`src/rtl/pwdog_pkg.sv`:
```
package pwdog_pkg;
  localparam int REG_W    = 8;
  localparam int EN_BIT   = 7;
  localparam int CLR_BIT  = 5;
  localparam int FLAG_BIT = 0;
  localparam logic ADDR_CTRL = 1'b0;
  localparam logic ADDR_STAT = 1'b1;
endpackage

```
`src/rtl/pwdog_prescaler.sv`:
```
module pwdog_prescaler #(
  parameter int SEL_W    = 3,
  parameter int MIN_LOG2 = 3
) (
  input  logic             clk,
  input  logic             rst,
  input  logic             en_i,
  input  logic             clr_i,
  input  logic [SEL_W-1:0] sel_i,
  output logic             tick_o
);
  localparam int NCODE = 1 << SEL_W;
  localparam int PRE_W = MIN_LOG2 + NCODE - 1;

  logic [PRE_W-1:0] pre_q;
  logic [NCODE-1:0] tap;

  // one terminal-count detector per divider code
  for (genvar g = 0; g < NCODE; g++) begin : g_tap
    assign tap[g] = &pre_q[MIN_LOG2+g-1:0];
  end

  assign tick_o = en_i & tap[sel_i];

  always_ff @(posedge clk) begin
    if (rst || clr_i) pre_q <= '0;
    else if (en_i)    pre_q <= pre_q + 1'b1;
  end

  // a restart leaves the prescaler at phase zero
  a_r8_pre_restart: assert property (@(posedge clk) disable iff (rst)
    clr_i |=> (pre_q == '0));
  // the prescaler holds while disabled
  a_r10_pre_hold: assert property (@(posedge clk) disable iff (rst)
    (!en_i && !clr_i) |=> $stable(pre_q));
endmodule

```
`src/rtl/pwdog_counter.sv`:
```
module pwdog_counter #(
  parameter int CNT_W = 16
) (
  input  logic clk,
  input  logic rst,
  input  logic en_i,
  input  logic tick_i,
  input  logic clr_i,
  output logic fire_o,
  output logic pulse_o
);
  logic [CNT_W-1:0] cnt_q;

  assign fire_o = tick_i & en_i & (&cnt_q) & ~clr_i;

  always_ff @(posedge clk) begin
    if (rst || clr_i)           cnt_q <= '0;
    else if (tick_i && en_i)    cnt_q <= cnt_q + 1'b1;
  end

  always_ff @(posedge clk) begin
    if (rst) pulse_o <= 1'b0;
    else     pulse_o <= fire_o;
  end

  // the reset request lasts one cycle
  a_r4_one_cycle: assert property (@(posedge clk) disable iff (rst)
    pulse_o |=> !pulse_o);
  // the request comes with the wrap to zero
  a_r3_wrap_pulse: assert property (@(posedge clk) disable iff (rst)
    fire_o |=> (pulse_o && cnt_q == '0));
  // no advance while disabled
  a_r2_cnt_hold: assert property (@(posedge clk) disable iff (rst)
    (!en_i && !clr_i) |=> $stable(cnt_q));
  // restart zeroes the count
  a_r8_cnt_restart: assert property (@(posedge clk) disable iff (rst)
    clr_i |=> (cnt_q == '0));
endmodule

```
`src/rtl/pwdog_regs.sv`:
```
module pwdog_regs
  import pwdog_pkg::*;
#(
  parameter int SEL_W = 3
) (
  input  logic             clk,
  input  logic             rst,
  input  logic             we_i,
  input  logic             addr_i,
  input  logic [REG_W-1:0] wdata_i,
  input  logic             fire_i,
  output logic             en_o,
  output logic [SEL_W-1:0] sel_o,
  output logic             clr_o,
  output logic [REG_W-1:0] rdata_o
);
  logic             en_q;
  logic [SEL_W-1:0] sel_q;
  logic             flag_q;
  logic [REG_W-1:0] rd_next;
  logic             wr_ctrl;
  logic             wr_stat;

  assign wr_ctrl = we_i && (addr_i == ADDR_CTRL);
  assign wr_stat = we_i && (addr_i == ADDR_STAT);
  assign clr_o   = wr_ctrl && wdata_i[CLR_BIT];
  assign en_o    = en_q;
  assign sel_o   = sel_q;

  always_ff @(posedge clk) begin
    if (rst) begin
      en_q   <= 1'b0;
      sel_q  <= '0;
      flag_q <= 1'b0;
    end else if (fire_i) begin
      en_q   <= 1'b0;
      sel_q  <= '0;
      flag_q <= 1'b1;
    end else begin
      if (wr_ctrl) begin
        en_q  <= wdata_i[EN_BIT];
        sel_q <= wdata_i[SEL_W-1:0];
      end
      if (wr_stat && !wdata_i[FLAG_BIT]) flag_q <= 1'b0;
    end
  end

  always_comb begin
    rd_next = '0;
    if (addr_i == ADDR_CTRL) begin
      rd_next[EN_BIT]     = en_q;
      rd_next[SEL_W-1:0]  = sel_q;
    end else begin
      rd_next[FLAG_BIT]   = flag_q;
    end
  end

  always_ff @(posedge clk) begin
    if (rst) rdata_o <= '0;
    else     rdata_o <= rd_next;
  end

  // overflow disarms and flags
  a_r5_disarm: assert property (@(posedge clk) disable iff (rst)
    fire_i |=> (!en_q && sel_q == '0 && flag_q));
  // software clear of the flag
  a_r6_flag_clear: assert property (@(posedge clk) disable iff (rst)
    (wr_stat && !wdata_i[FLAG_BIT] && !fire_i) |=> !flag_q);
  // flag is sticky otherwise
  a_r6_flag_hold: assert property (@(posedge clk) disable iff (rst)
    (!fire_i && !wr_stat) |=> $stable(flag_q));
endmodule

```
`src/rtl/pwdog_top.sv`:
```
module pwdog_top
  import pwdog_pkg::*;
#(
  parameter int CNT_W    = 16,
  parameter int SEL_W    = 3,
  parameter int MIN_LOG2 = 3
) (
  input  logic             clk,
  input  logic             rst,
  input  logic             reg_we,
  input  logic             reg_addr,
  input  logic [REG_W-1:0] reg_wdata,
  output logic [REG_W-1:0] reg_rdata,
  output logic             wdt_reset
);
  logic             en;
  logic [SEL_W-1:0] sel;
  logic             clr;
  logic             tick;
  logic             fire;
  logic             pre_clr;

  assign pre_clr = clr | fire;

  pwdog_regs #(.SEL_W(SEL_W)) u_regs (
    .clk(clk), .rst(rst), .we_i(reg_we), .addr_i(reg_addr),
    .wdata_i(reg_wdata), .fire_i(fire), .en_o(en), .sel_o(sel),
    .clr_o(clr), .rdata_o(reg_rdata)
  );

  pwdog_prescaler #(.SEL_W(SEL_W), .MIN_LOG2(MIN_LOG2)) u_pre (
    .clk(clk), .rst(rst), .en_i(en), .clr_i(pre_clr), .sel_i(sel),
    .tick_o(tick)
  );

  pwdog_counter #(.CNT_W(CNT_W)) u_cnt (
    .clk(clk), .rst(rst), .en_i(en), .tick_i(tick), .clr_i(clr),
    .fire_o(fire), .pulse_o(wdt_reset)
  );
endmodule

```
`config.mk`:
```
export PLATFORM = sky130hd
export DESIGN_NAME = pwdog_top
export DESIGN_NICKNAME = d
export VERILOG_FILES = /design/src/rtl/pwdog_pkg.sv /design/src/rtl/pwdog_prescaler.sv /design/src/rtl/pwdog_counter.sv /design/src/rtl/pwdog_regs.sv /design/src/rtl/pwdog_top.sv
export SDC_FILE = /design/constraint.sdc
export NUM_CORES = 1
export LEC_CHECK = 0
export BUFFER_PORTS_ARGS = -buffer_cell sky130_fd_sc_hd__buf_2
export CORE_UTILIZATION = 34
export CTS_CLUSTER_SIZE = 40
export DETAILED_ROUTE_END_ITERATION = 8
export PLACE_DENSITY = 0.63
export SLEW_MARGIN = 20
export SYNTH_ARGS = -nofsm -noshare
export SYNTH_HDL_FRONTEND = slang
export SYNTH_HIERARCHICAL = 1
export SYNTH_SLANG_ARGS = --single-unit
```
`constraint.sdc`:
```
create_clock -name clk -period 4.6 [get_ports clk]
set_input_delay 0.46 -clock clk [delete_from_list [all_inputs] [get_ports clk]]
set_output_delay 0.46 -clock clk [all_outputs]
set_load 0.1 [all_outputs]
```
==> out/qor.yml, run 1 <==
status: "complete, no violations"
comb_power_share: 0.072
fin_util: 0.396
portBuffers: 13
clock-root-buffer: "clkbuf_8"
switching_share: 0.238
holdBufCountCts: 0
antenna_found_initial: 0
hp-start: "reg_we"
yosys_warnings: 6
drv_cap: 0
r2r_cells: 16
fin_crit_sh: 0.730
yosysUniqueCellTypes: 38
r2r-start: "u_pre/pre_q[0]"
fin_cells: 267
grt_pass1_vias: 1168
route.detailed.drc: 0
wirelength_um: 2850
drv_slew: 0
dpl.hpwl_um: 1950
dp_slack_ns: 1.19
rsz0062_at_grt: "false"
clk_pin_slew_ns: 0.07
dr.pass1.iters: 4
grt_overflow_total: 0
vias_per_cell: 4.64
avgSynthCellArea_sq_um: 9.12
clock_path_buffers: 2
min_period_ns: 3.36
worstSetupStartpointType: "flip-flop"
fp.dieW_um: 72.1
syn_inst: 183
powerDensity_nw_per_um2: 313
wl_per_cell_um: 10.7
fmax_ghz: 0.298
netlist_area_sq_um: 1670
min_path_cells: 2
p_seq_frac: 0.541
grtUsageTotal: 0.124
power_frac_clock: 0.387
diodes: 0
switchingPower_mw: 0.140
grt_pass1_wl_um: 5080
cts_tree: "built"
place_congestion: 0.725
cts_sinks: 36
synthTopCellsByArea: "dfxtp_1, nor2_1, mux2i_1"
syn_to_final_growth_pct: 12.1
drive_gt1_frac: 0.150
synth_top_area_cell: "dfxtp_1"
crit_required_ns: 4.77
post-cts-setup-buffers: 0
synth-seq-cells: 36
die_area_sq_um: 5190
drtIter0Drc: 65
numCtsBuffers: 5
die_y_um: 72.1
path_max_fanout: 10
synth_top_area_share: 0.432
critPathLaunch: "u_pre/pre_q[0]"
vias: 1238
pin_count: 21
grt_max_degree: 17
n_fill_cell: 482
hp-class: "input port to flip-flop"
htreeDepth: 2
cp-end-kind: "flip-flop"
insertion_delay_ns: 0.28
fin_skew_ns: 0.00326
nNetsFinal: 216
finalHoldViolations: 0
start_util: 0.353
arrival_ns: 3.53
fin_ws_ns: 1.24
setup_viol: 0
ys_seq_area_frac: 0.432
p_int_mw: 0.447
hold_ws_ns: 0.389
place_inst: 259
crit_type: "flip-flop to flip-flop"
fp-row-count: 25
drtAntennaViolNets: 0
tns_ns: 0
core_sq_um: 4720
ctsResizeCount: 0
leakage_nw: 0.707
ir_drop_v: 0.0000918
[cell families after synthesis]
logic type	share of synthesized area
and+or+nand+nor	0.277
DFF	0.432
xor gates and xnor gates	0.0892
AOI/OAI and AO/OA	0.0525
buffers and inverters	0.0495
muxes	0.0607
adders and majority gates	0.0375
other	0.00225
[power by group through the flow]
| stage | Clock [mW] | Sequential (mW) | Combinational, mW |
|---|---|---|---|
| 2_1_floorplan | 0 | 0.329 | 0.0332 |
| 3_3_place_gp | 0 | 0.324 | 0.0425 |
| 3_5_place_dp | 0 | 0.324 | 0.0428 |
| 4_1_cts | 0.236 | 0.317 | 0.0430 |
| 5_1_grt | 0.249 | 0.317 | 0.0455 |
| 6_report | 0.227 | 0.317 | 0.0425 |
[critical path, cell delays in order (launching register included)]
cell and delay [ns]:
dfxtp_1 0.37, ha_1 0.19, nand3_1 0.15, inv_1 0.12
and2_2 0.16, ha_1 0.14, nand2_1 0.04, o311ai_1 0.08
nand2_1 0.09, a21oi_1 0.29, nand4_1 0.34, nor3_1 0.41
nor4b_1 0.27, buf_4 0.20, or2_1 0.10, or2_2 0.22
nor2_1 0.08
[routing by layer]
metal  share of wire  global-route usage  vias to the layer above
li1                -                   -                      660
met1            0.52               0.153                      547
met2            0.43               0.197                       22
met3           0.025              0.0250                        9
met4           0.020              0.0784                        0
met5               0                   0                        -
[state kept, by name, indices dropped and copies added (netlist names)]
register	count
u_cnt/cnt_q	16
u_regs/en_o	1
u_cnt/pulse_o	1
u_regs/sel_o	3
u_regs/rdata_o	4
u_regs/flag_q	1
u_pre/pre_q	10
[path summary, 6_finish.rpt]
path                                       end  slack [ns]
worst max-delay path            u_pre/pre_q[5]        1.24
worst min-delay path             u_regs/flag_q        0.39
worst max register to register  u_pre/pre_q[5]        1.24
worst min register to register  u_cnt/cnt_q[1]        0.49
[synth_stat cells]
cell type	number
nor2b_2	1
nand3_1	12
and4_4	1
dfxtp_1	36
or2_1	1
nand4_4	1
inv_1	5
nor2_1	27
nand4_1	6
or4_1	1
and2_1	4
xnor2_1	10
and3_1	1
o31ai_1	2
or2_2	3
or3_1	2
o21ai_0	3
nor4b_1	1
o211ai_1	1
buf_6	2
and2_2	1
nor2b_1	1
or4_4	1
conb_1	1
nand2_1	9
buf_4	4
a21oi_1	5
xor2_1	7
and4_1	2
a21boi_0	1
nor3_1	7
o311ai_1	1
mux2i_1	9
mux2_2	1
nor4_1	4
a311oi_1	1
clkbuf_1	3
ha_1	5
[per-stage QoR]
stage | power [mW] | instance area [sq um]
2_1_floorplan | 0.362 | 1680
3_3_place_gp | 0.367 | 1780
3_5_place_dp | 0.367 | 1780
4_1_cts | 0.596 | 1870
5_1_grt | 0.611 | 1870
6_report | 0.586 | 1870
[cell type report]
cell class	count	area [sq um]	area share
Inverter	5	18.8	0.0100
Sequential cell	36	721	0.385
Tap cell	67	83.8	0.0448
Clock buffer	8	90.1	0.0482
Timing Repair Buffer	15	80.1	0.0428
Multi-Input combinational cell	136	877	0.469
[layout by cell type (no fill, tap or decap), types with 3 or more instances in the layout]
| cell type | synthesis | routed |
|---|---|---|
| nand4_1 | 6 | 6 |
| dfxtp_1 | 36 | 36 |
| or2_2 | 3 | 3 |
| and2_1 | 4 | 4 |
| xor2_1 | 7 | 7 |
| nor2_1 | 27 | 27 |
| inv_1 | 5 | 5 |
| nand2_1 | 9 | 9 |
| o21ai_0 | 3 | 3 |
| nor3_1 | 7 | 7 |
| ha_1 | 5 | 5 |
| mux2i_1 | 9 | 9 |
| conb_1 | 1 | 4 |
| clkbuf_8 | 0 | 6 |
| nand3_1 | 12 | 12 |
| buf_2 | 0 | 13 |
| nor4_1 | 4 | 4 |
| a21oi_1 | 5 | 5 |
| xnor2_1 | 10 | 10 |
No activity file was read; power rests on OpenSTA's default activity.
==> run 2, diff against run 1 <==
--- a/config.mk
+++ b/config.mk
@@ -5,11 +5,12 @@
 export SDC_FILE = /design/constraint.sdc
 export NUM_CORES = 1
 export LEC_CHECK = 0
+export ABC_AREA = 1
 export BUFFER_PORTS_ARGS = -buffer_cell sky130_fd_sc_hd__buf_2
 export CORE_UTILIZATION = 34
 export CTS_CLUSTER_SIZE = 40
 export DETAILED_ROUTE_END_ITERATION = 8
-export PLACE_DENSITY = 0.63
+export PLACE_DENSITY = 0.64
 export SLEW_MARGIN = 20
 export SYNTH_ARGS = -nofsm -noshare
 export SYNTH_HDL_FRONTEND = slang
==> constraint.sdc (replaced) <==
create_clock -name clk -period 2.82 [get_ports clk]
set_input_delay 0.282 -clock clk [delete_from_list [all_inputs] [get_ports clk]]
set_output_delay 0.282 -clock clk [all_outputs]
set_load 0.1 [all_outputs]
==> run 2 against run 1 <==
Synthesized cell count is 49% higher. Die area increased by 11%. Clock power increased by 70%. Clock skew grew 0.0025 ns. Sequential share of layout area shrank 4.7 points. First-iteration DRC count stayed put. Sequential power grew 65%. Flip-flop and latch count stayed put. Combinational power is 130% higher. Non-clock buffer count increased by 5. Critical path type unchanged.
==> out/qor.yml, run 2 <==
fp.dieW_um: 76  # +5.5%
yosysUniqueCellTypes: 27  # -29%
seq_area_sq_um: 722  # +0.17%
min_period_ns: 2.56  # -0.801 ns
dpl.hpwl_um: 2580  # +32%
drv_cap: 0  # unchanged
fin_ws_ns: 0.262  # -0.979 ns
syn_inst: 272  # +49%
final_cell_mix: "nand2_1, nor2_1, inv_1"
largest_reg_flops: 16  # unchanged
path_max_fanout: 8  # -2
yosys_warnings: 6  # unchanged
start_util: 0.358  # +0.00431
synth.most_common_cell: "nand2_1"
worstSetupStartpointType: "flip-flop"
clk_pin_slew_ns: 0.08  # about the same
finalHoldViolations: 0  # unchanged
fin_cells: 367  # +37%
synth_edf_count: 0  # unchanged
crit_buf_inv: 5  # +3
critPathSlowestCell: "dfxtp_1"
final_cell_area_sq_um: 2140  # +14%
rsz0062_at_grt: "false"
wl_per_cell_um: 9.34  # -12%
avgSynthCellArea_sq_um: 6.84  # -25%
htreeDepth: 2  # unchanged
netlist_area_sq_um: 1860  # +12%
die_area_sq_um: 5780  # +11%
die_y_um: 76  # +5.5%
fin_skew_ns: 0.00575  # +0.00250 ns
status: "complete, no violations"
syn_to_final_growth_pct: 14.7
portBuffers: 13  # unchanged
nNetsFinal: 313  # +45%
grt_max_degree: 12  # -5
synth_top_area_share: 0.387  # -0.0447
power_frac_clock: 0.382  # -0.005
clock-root-buffer: "clkbuf_8"
insertion_delay_ns: 0.29  # about the same
drtAntennaViolNets: 0  # unchanged
fin_util: 0.410  # +0.0143
n_fill_cell: 585  # +21%
place_inst: 359  # +39%
cts_sinks: 36  # unchanged
drv_slew: 0  # unchanged
vias_per_cell: 4.41  # -4.9%
clock_path_buffers: 2  # unchanged
fmax_ghz: 0.391  # +31%
drtIter0Drc: 65  # unchanged
multi_input_area_sq_um: 965  # +10%
antenna_found_initial: 0  # unchanged
synth-seq-cells: 36  # unchanged
hp-class: "input port to flip-flop"
pin_count: 21  # unchanged
powerDensity_nw_per_um2: 471  # +50%
tns_ns: 0  # unchanged
numCtsBuffers: 5  # unchanged
regMostFlops: "u_cnt/cnt_q"
core_sq_um: 5200  # +10%
grt_overflow_total: 0  # unchanged
grt_pass1_vias: 1497  # +28%
cts_tree: "built"
leakage_nw: 0.934  # +32%
cp-end-kind: "flip-flop"
arrival_ns: 2.73  # -0.80 ns
route.detailed.drc: 0  # unchanged
drive_gt1_frac: 0.175  # +0.0251
holdBufCountCts: 0  # unchanged
switching_share: 0.266  # +0.0272
ys_top_cells_by_count: "nand2_1, nor2_1, dfxtp_1, inv_1, a21oi_1"
setup_viol: 0  # unchanged
place_area_sq_um: 2040  # +14%
grt_pass1_wl_um: 6100  # +20%
diodes: 0  # unchanged
reg_top3: "u_cnt/cnt_q: 16 flops, u_pre/pre_q: 10 flops, u_regs/rdata_o: 4 flops"
grtUsageTotal: 0.129  # +0.00520
async_flop_share: 0  # unchanged
crit_required_ns: 3.00  # -1.77 ns
crit_path_max_incr_delay_ns: 0.34  # -0.07 ns
switchingPower_mw: 0.267  # +91%
synthTopCellsByArea: "dfxtp_1, nand2_1, nor2_1"
wirelength_um: 3430  # +20%
dr.pass1.iters: 4  # unchanged
ir_drop_v: 0.000291  # +220%
vias: 1619  # +31%
crit_type: "flip-flop to flip-flop"
layout_commonest_cell: "nand2_1"
fin_crit_sh: 0.907  # +0.177
synth_top_flop_cell: "dfxtp_1"
p_int_mw: 0.739  # +66%
dp_slack_ns: 0.221  # -0.966 ns
fp-row-count: 26  # +4.0%
path_cells: "ha_2 > nand2_2 > nor2_8 > nand2_1 > inv_1 > ha_1 > o21ai_0 > a21oi_1 > nor2_1 > nor2_1 > nand2_2 > inv_1 > nand2_1 > nor2_4 > nand2_2 > nor2_2 > inv_1 > nand2_1 > nor2_1 > buf_4 > inv_1 > a21oi_1"
synth_top_area_cell: "dfxtp_1"
ys_seq_area_frac: 0.387  # -0.0447
timing.critical_path.mode_cell: "inv_1"
place_congestion: 0.821  # +13%
p_seq_frac: 0.519  # -0.022
path_delay_family: "simple AND/OR/NAND/NOR gates"
comb_power_share: 0.099  # +0.027
-- run 2: cell types whose count changed after synthesis, moves of 5 or more --
| cell | before | now |
|---|---|---|
| inv_1 | 5 | 36 |
| xnor2_1 | 10 | 0 |
| nand4_1 | 6 | 1 |
| xor2_1 | 7 | 2 |
| nand2_1 | 9 | 60 |
| a21oi_1 | 5 | 21 |
| o21ai_0 | 3 | 15 |
| nor3_1 | 7 | 1 |
| nor2_2 | 0 | 7 |
| mux2i_1 | 9 | 0 |
| nor2_1 | 27 | 47 |
-- run 2: power by group through the flow --
stage / registers, mW / logic (mW) / clock network (mW)
3_5_place_dp: 0.534 / 0.0999 / 0
4_1_cts: 0.522 / 0.100 / 0.401
6_report: 0.522 / 0.0997 / 0.385
2_1_floorplan: 0.547 / 0.0672 / 0
3_3_place_gp: 0.534 / 0.0985 / 0
5_1_grt: 0.523 / 0.110 / 0.418
-- run 2: path summary, 6_finish.rpt --
kind / startpoint / endpoint / slack, ns / cells past startpoint
setup / recovery: u_pre/pre_q[0] / u_pre/pre_q[2] / 0.26 / 22
hold / removal: reg_wdata[2] / u_regs/sel_o[2] / 0.26 / 3
setup reg to reg: u_pre/pre_q[0] / u_pre/pre_q[2] / 0.26 / 22
hold reg to reg: u_regs/sel_o[2] / u_regs/rdata_o[2] / 0.47 / 2
-- run 2: area by class of cell --
cell class | count | area share
clock buffer | 7 | 0.0404
clock inverter | 1 | 0.00351
inverter | 40 | 0.0703
multi-input combinational | 193 | 0.452
sequential | 36 | 0.338
tap | 70 | 0.0410
timing repair buffer | 20 | 0.0551
-- run 2: worst reg2reg max path: stages, from the launching register on --
cell and delay, ns:
dfxtp_1 0.34, ha_2 0.20, nand2_2 0.09, nor2_8 0.13
nand2_1 0.09, inv_1 0.06, ha_1 0.13, o21ai_0 0.08
a21oi_1 0.13, nor2_1 0.07, nor2_1 0.13, nand2_2 0.07
inv_1 0.07, nand2_1 0.08, nor2_4 0.14, nand2_2 0.10
nor2_2 0.10, inv_1 0.05, nand2_1 0.05, nor2_1 0.04
buf_4 0.16, inv_1 0.09, a21oi_1 0.05
-- run 2: cell families after synthesis --
logic type	Yosys count	synth area share
AOI/OAI and AO/OA	43	0.121
xor gates and xnor gates	2	0.00941
adders and majority gates	5	0.0336
buffers and inverters	46	0.103
DFF	36	0.387
other	1	0.00201
and+or+nand+nor	139	0.343
-- run 2: routing by layer --
metal / up-vias / share of wire / global-route usage
li1: 886 / - / -
met1: 707 / 0.51 / 0.165
met2: 23 / 0.45 / 0.207
met3: 3 / 0.033 / 0.0359
met4: 0 / 0.0067 / 0.0462
met5: - / 0 / 0
-- run 2: metrics by stage --
step | power [mW] | hold WS (ns)
6_report | 1.01 | 0.260
2_1_floorplan | 0.614 | 0.351
5_1_grt | 1.05 | 0.266
3_3_place_gp | 0.632 | 0.454
4_1_cts | 1.02 | 0.253
3_5_place_dp | 0.634 | 0.458
-- run 2: what timing repair did --
action / in CTS / in global routing
setup buffers: 0 / 0
gates resized for setup: 0 / 3
endpoints found under the setup margin: 0 / 10
==> run 3, diff against run 2 <==
--- a/config.mk
+++ b/config.mk
@@ -7,10 +7,12 @@
 export LEC_CHECK = 0
 export ABC_AREA = 1
 export BUFFER_PORTS_ARGS = -buffer_cell sky130_fd_sc_hd__buf_2
-export CORE_UTILIZATION = 34
+export CELL_PAD_IN_SITES_DETAIL_PLACEMENT = 2
+export CELL_PAD_IN_SITES_GLOBAL_PLACEMENT = 2
+export CORE_UTILIZATION = 29
 export CTS_CLUSTER_SIZE = 40
 export DETAILED_ROUTE_END_ITERATION = 8
-export PLACE_DENSITY = 0.64
+export PLACE_DENSITY = 0.86
 export SLEW_MARGIN = 20
 export SYNTH_ARGS = -nofsm -noshare
 export SYNTH_HDL_FRONTEND = slang
==> run 3 against run 2 <==
Via count rose by 9.5%. Setup slack got worse by 0.070 ns. Non-clock buffer count rose by 5. Critical path type unchanged. Largest cell class unchanged. Largest power group unchanged.
==> out/qor.yml, run 3 (synthesized netlist as in run 2, its figures left out) <==
status: "complete, no violations"
setup_viol: 0  # unchanged
nNetsFinal: 318  # +1.6%
dr.pass1.iters: 4  # unchanged
place_congestion: 0.724  # -12%
largest_reg_flops: 16  # unchanged
fmax_ghz: 0.381  # -2.7%
reg2reg_to: "u_pre/pre_q[9]"
switching_share: 0.270  # +0.00480
clock-root-buffer: "clkbuf_8"
antenna_found_initial: 0  # unchanged
ff2ff_setup_slack_ns: 0.19  # -0.07 ns
n_fill_cell: 733  # +25%
reg_top3: "u_cnt/cnt_q: 16 flops, u_pre/pre_q: 10 flops, u_regs/rdata_o: 4 flops"
fp-row-count: 28  # +7.7%
drtAntennaViolNets: 0  # unchanged
ir_drop_v: 0.000280  # -3.7%
fin_ws_ns: 0.192  # -0.0697 ns
finalHoldViolations: 0  # unchanged
vias_per_cell: 4.71  # +6.8%
regMostFlops: "u_cnt/cnt_q"
comb_power_share: 0.101  # +0.002
grt_max_degree: 12  # unchanged
fin_crit_sh: 0.932  # +0.0247
syn_to_final_growth_pct: 17.7
totalPowerFinal_mw: 1.04  # +3.3%
clock_path_buffers: 2  # unchanged
layout_commonest_cell: "nand2_1"
grt_pass1_wl_um: 8670  # +42%
crit_type: "flip-flop to flip-flop"
path_max_fanout: 8  # unchanged
numCtsBuffers: 5  # unchanged
cts_tree: "built"
powerDensity_nw_per_um2: 475  # +0.74%
drv_slew: 0  # unchanged
fp.dieW_um: 82.1  # +8.1%
min_path_cells: 3  # unchanged
die_area_sq_um: 6740  # +17%
clk_pin_slew_ns: 0.07  # about the same
worstSetupStartpointType: "flip-flop"
dp_slack_ns: 0.139  # -0.0819 ns
htreeDepth: 2  # unchanged
wirelength_um: 5360  # +56%
hp-start: "reg_wdata[1]"
multi_input_area_sq_um: 972  # +0.78%
final_cell_mix: "nand2_1, nor2_1, inv_1"
cp-end-kind: "flip-flop"
dpl.hpwl_um: 3960  # +54%
core_sq_um: 6060  # +16%
p_int_mw: 0.759  # +2.7%
drtIter0Drc: 53  # -18%
die_y_um: 82.1  # +8.1%
portBuffers: 13  # unchanged
fin_util: 0.361  # -0.0489
cts_sinks: 36  # unchanged
vias: 1772  # +9.5%
diodes: 0  # unchanged
r2r_cells: 23  # +4.5%
arrival_ns: 2.81  # +0.08 ns
p_seq_frac: 0.503  # -0.016
leakage_nw: 0.965  # +3.4%
hp-class: "input port to flip-flop"
crit_required_ns: 3.01  # about the same
pin_count: 21  # unchanged
power_frac_clock: 0.395  # +0.013
grt_overflow_total: 0  # unchanged
r2r-start: "u_pre/pre_q[1]"
fin_skew_ns: 0.00696  # +0.00120 ns
grtUsageTotal: 0.172  # +0.0434
grt_pass1_vias: 1863  # +24%
seq_area_sq_um: 723  # +0.17%
min_to: "u_regs/sel_o[1]"
wl_per_cell_um: 14.3  # +53%
route.detailed.drc: 0  # unchanged
start_util: 0.307  # -0.0505
drv_cap: 0  # unchanged
drive_gt1_frac: 0.199  # +0.0243
min_period_ns: 2.63  # +0.0697 ns
switchingPower_mw: 0.281  # +5.2%
insertion_delay_ns: 0.30  # about the same
run 3: changes by cell type in the layout (fill, tap and decap cells not counted), sizes merged:
cell	delta
buf	+5
clkinvlp	-1
run 3: layer usage:
| layer | vias up | track usage | wire (um) |
|---|---|---|---|
| met4 | 0 | 0.0526 | 53 |
| met3 | 7 | 0.0330 | 82 |
| met1 | 859 | 0.190 | 2280 |
| met5 | - | 0 | 0 |
| met2 | 11 | 0.330 | 2940 |
| li1 | 895 | - | - |
run 3: cell type report:
type,count,area share
sequential,36,0.330
timing repair buffer,25,0.0708
multi-input combinational,193,0.444
inverter,40,0.0685
clock buffer,7,0.0440
tap,75,0.0428
run 3: timing repair:
| action | CTS | global route |
|---|---|---|
| setup buffers | 0 | 3 |
| hold buffers | 0 | 0 |
| gates resized for setup | 0 | 7 |
| endpoints found under the setup margin | 0 | 12 |
run 3: worst max-delay path, cell delays in order (launching register included):
cell	delay (ns)
dfxtp_2	0.35
ha_2	0.19
nand2_2	0.09
nor2_8	0.15
buf_4	0.13
ha_1	0.15
a21oi_1	0.08
nand2_1	0.09
nand2_1	0.05
nand2_1	0.06
nand2_1	0.05
nor2_1	0.13
nand2_2	0.08
inv_1	0.08
nand2_1	0.09
nor2_4	0.11
nand2_2	0.08
nor2_4	0.09
inv_1	0.05
nand2_1	0.06
nor2_1	0.05
buf_4	0.17
o21ai_1	0.08
nor2_1	0.06
run 3: how the worst max path moves through the flow:
stage	from	slack, ns	to
final	u_pre/pre_q[1]	0.19	u_pre/pre_q[9]
after global routing	u_pre/pre_q[1]	-0.03	u_pre/pre_q[5]
after CTS	u_pre/pre_q[1]	0.09	u_pre/pre_q[1]
after detailed placement	u_pre/pre_q[1]	0.14	u_pre/pre_q[4]
after global placement	u_pre/pre_q[1]	0.29	u_pre/pre_q[1]
after floorplan	u_pre/pre_q[0]	0.31	u_pre/pre_q[8]
run 3: power groups by stage:
stage	Clock (mW)	Sequential (mW)	Combinational, mW
after floorplan	0	0.547	0.0672
after global placement	0	0.534	0.100
after detailed placement	0	0.535	0.106
after CTS	0.420	0.523	0.107
after global routing	0.438	0.525	0.115
final	0.411	0.524	0.106
run 3: per-stage QoR:
step	area (sq um)	TNS (ns)	hold slack, ns	std cells
global route	2190	-0.0785	0.269	376
floorplan	1870	0	0.351	275
global placement	2060	0	0.454	366
detailed placement	2060	0	0.468	366
finish	2190	0	0.254	376
CTS	2150	0	0.257	373
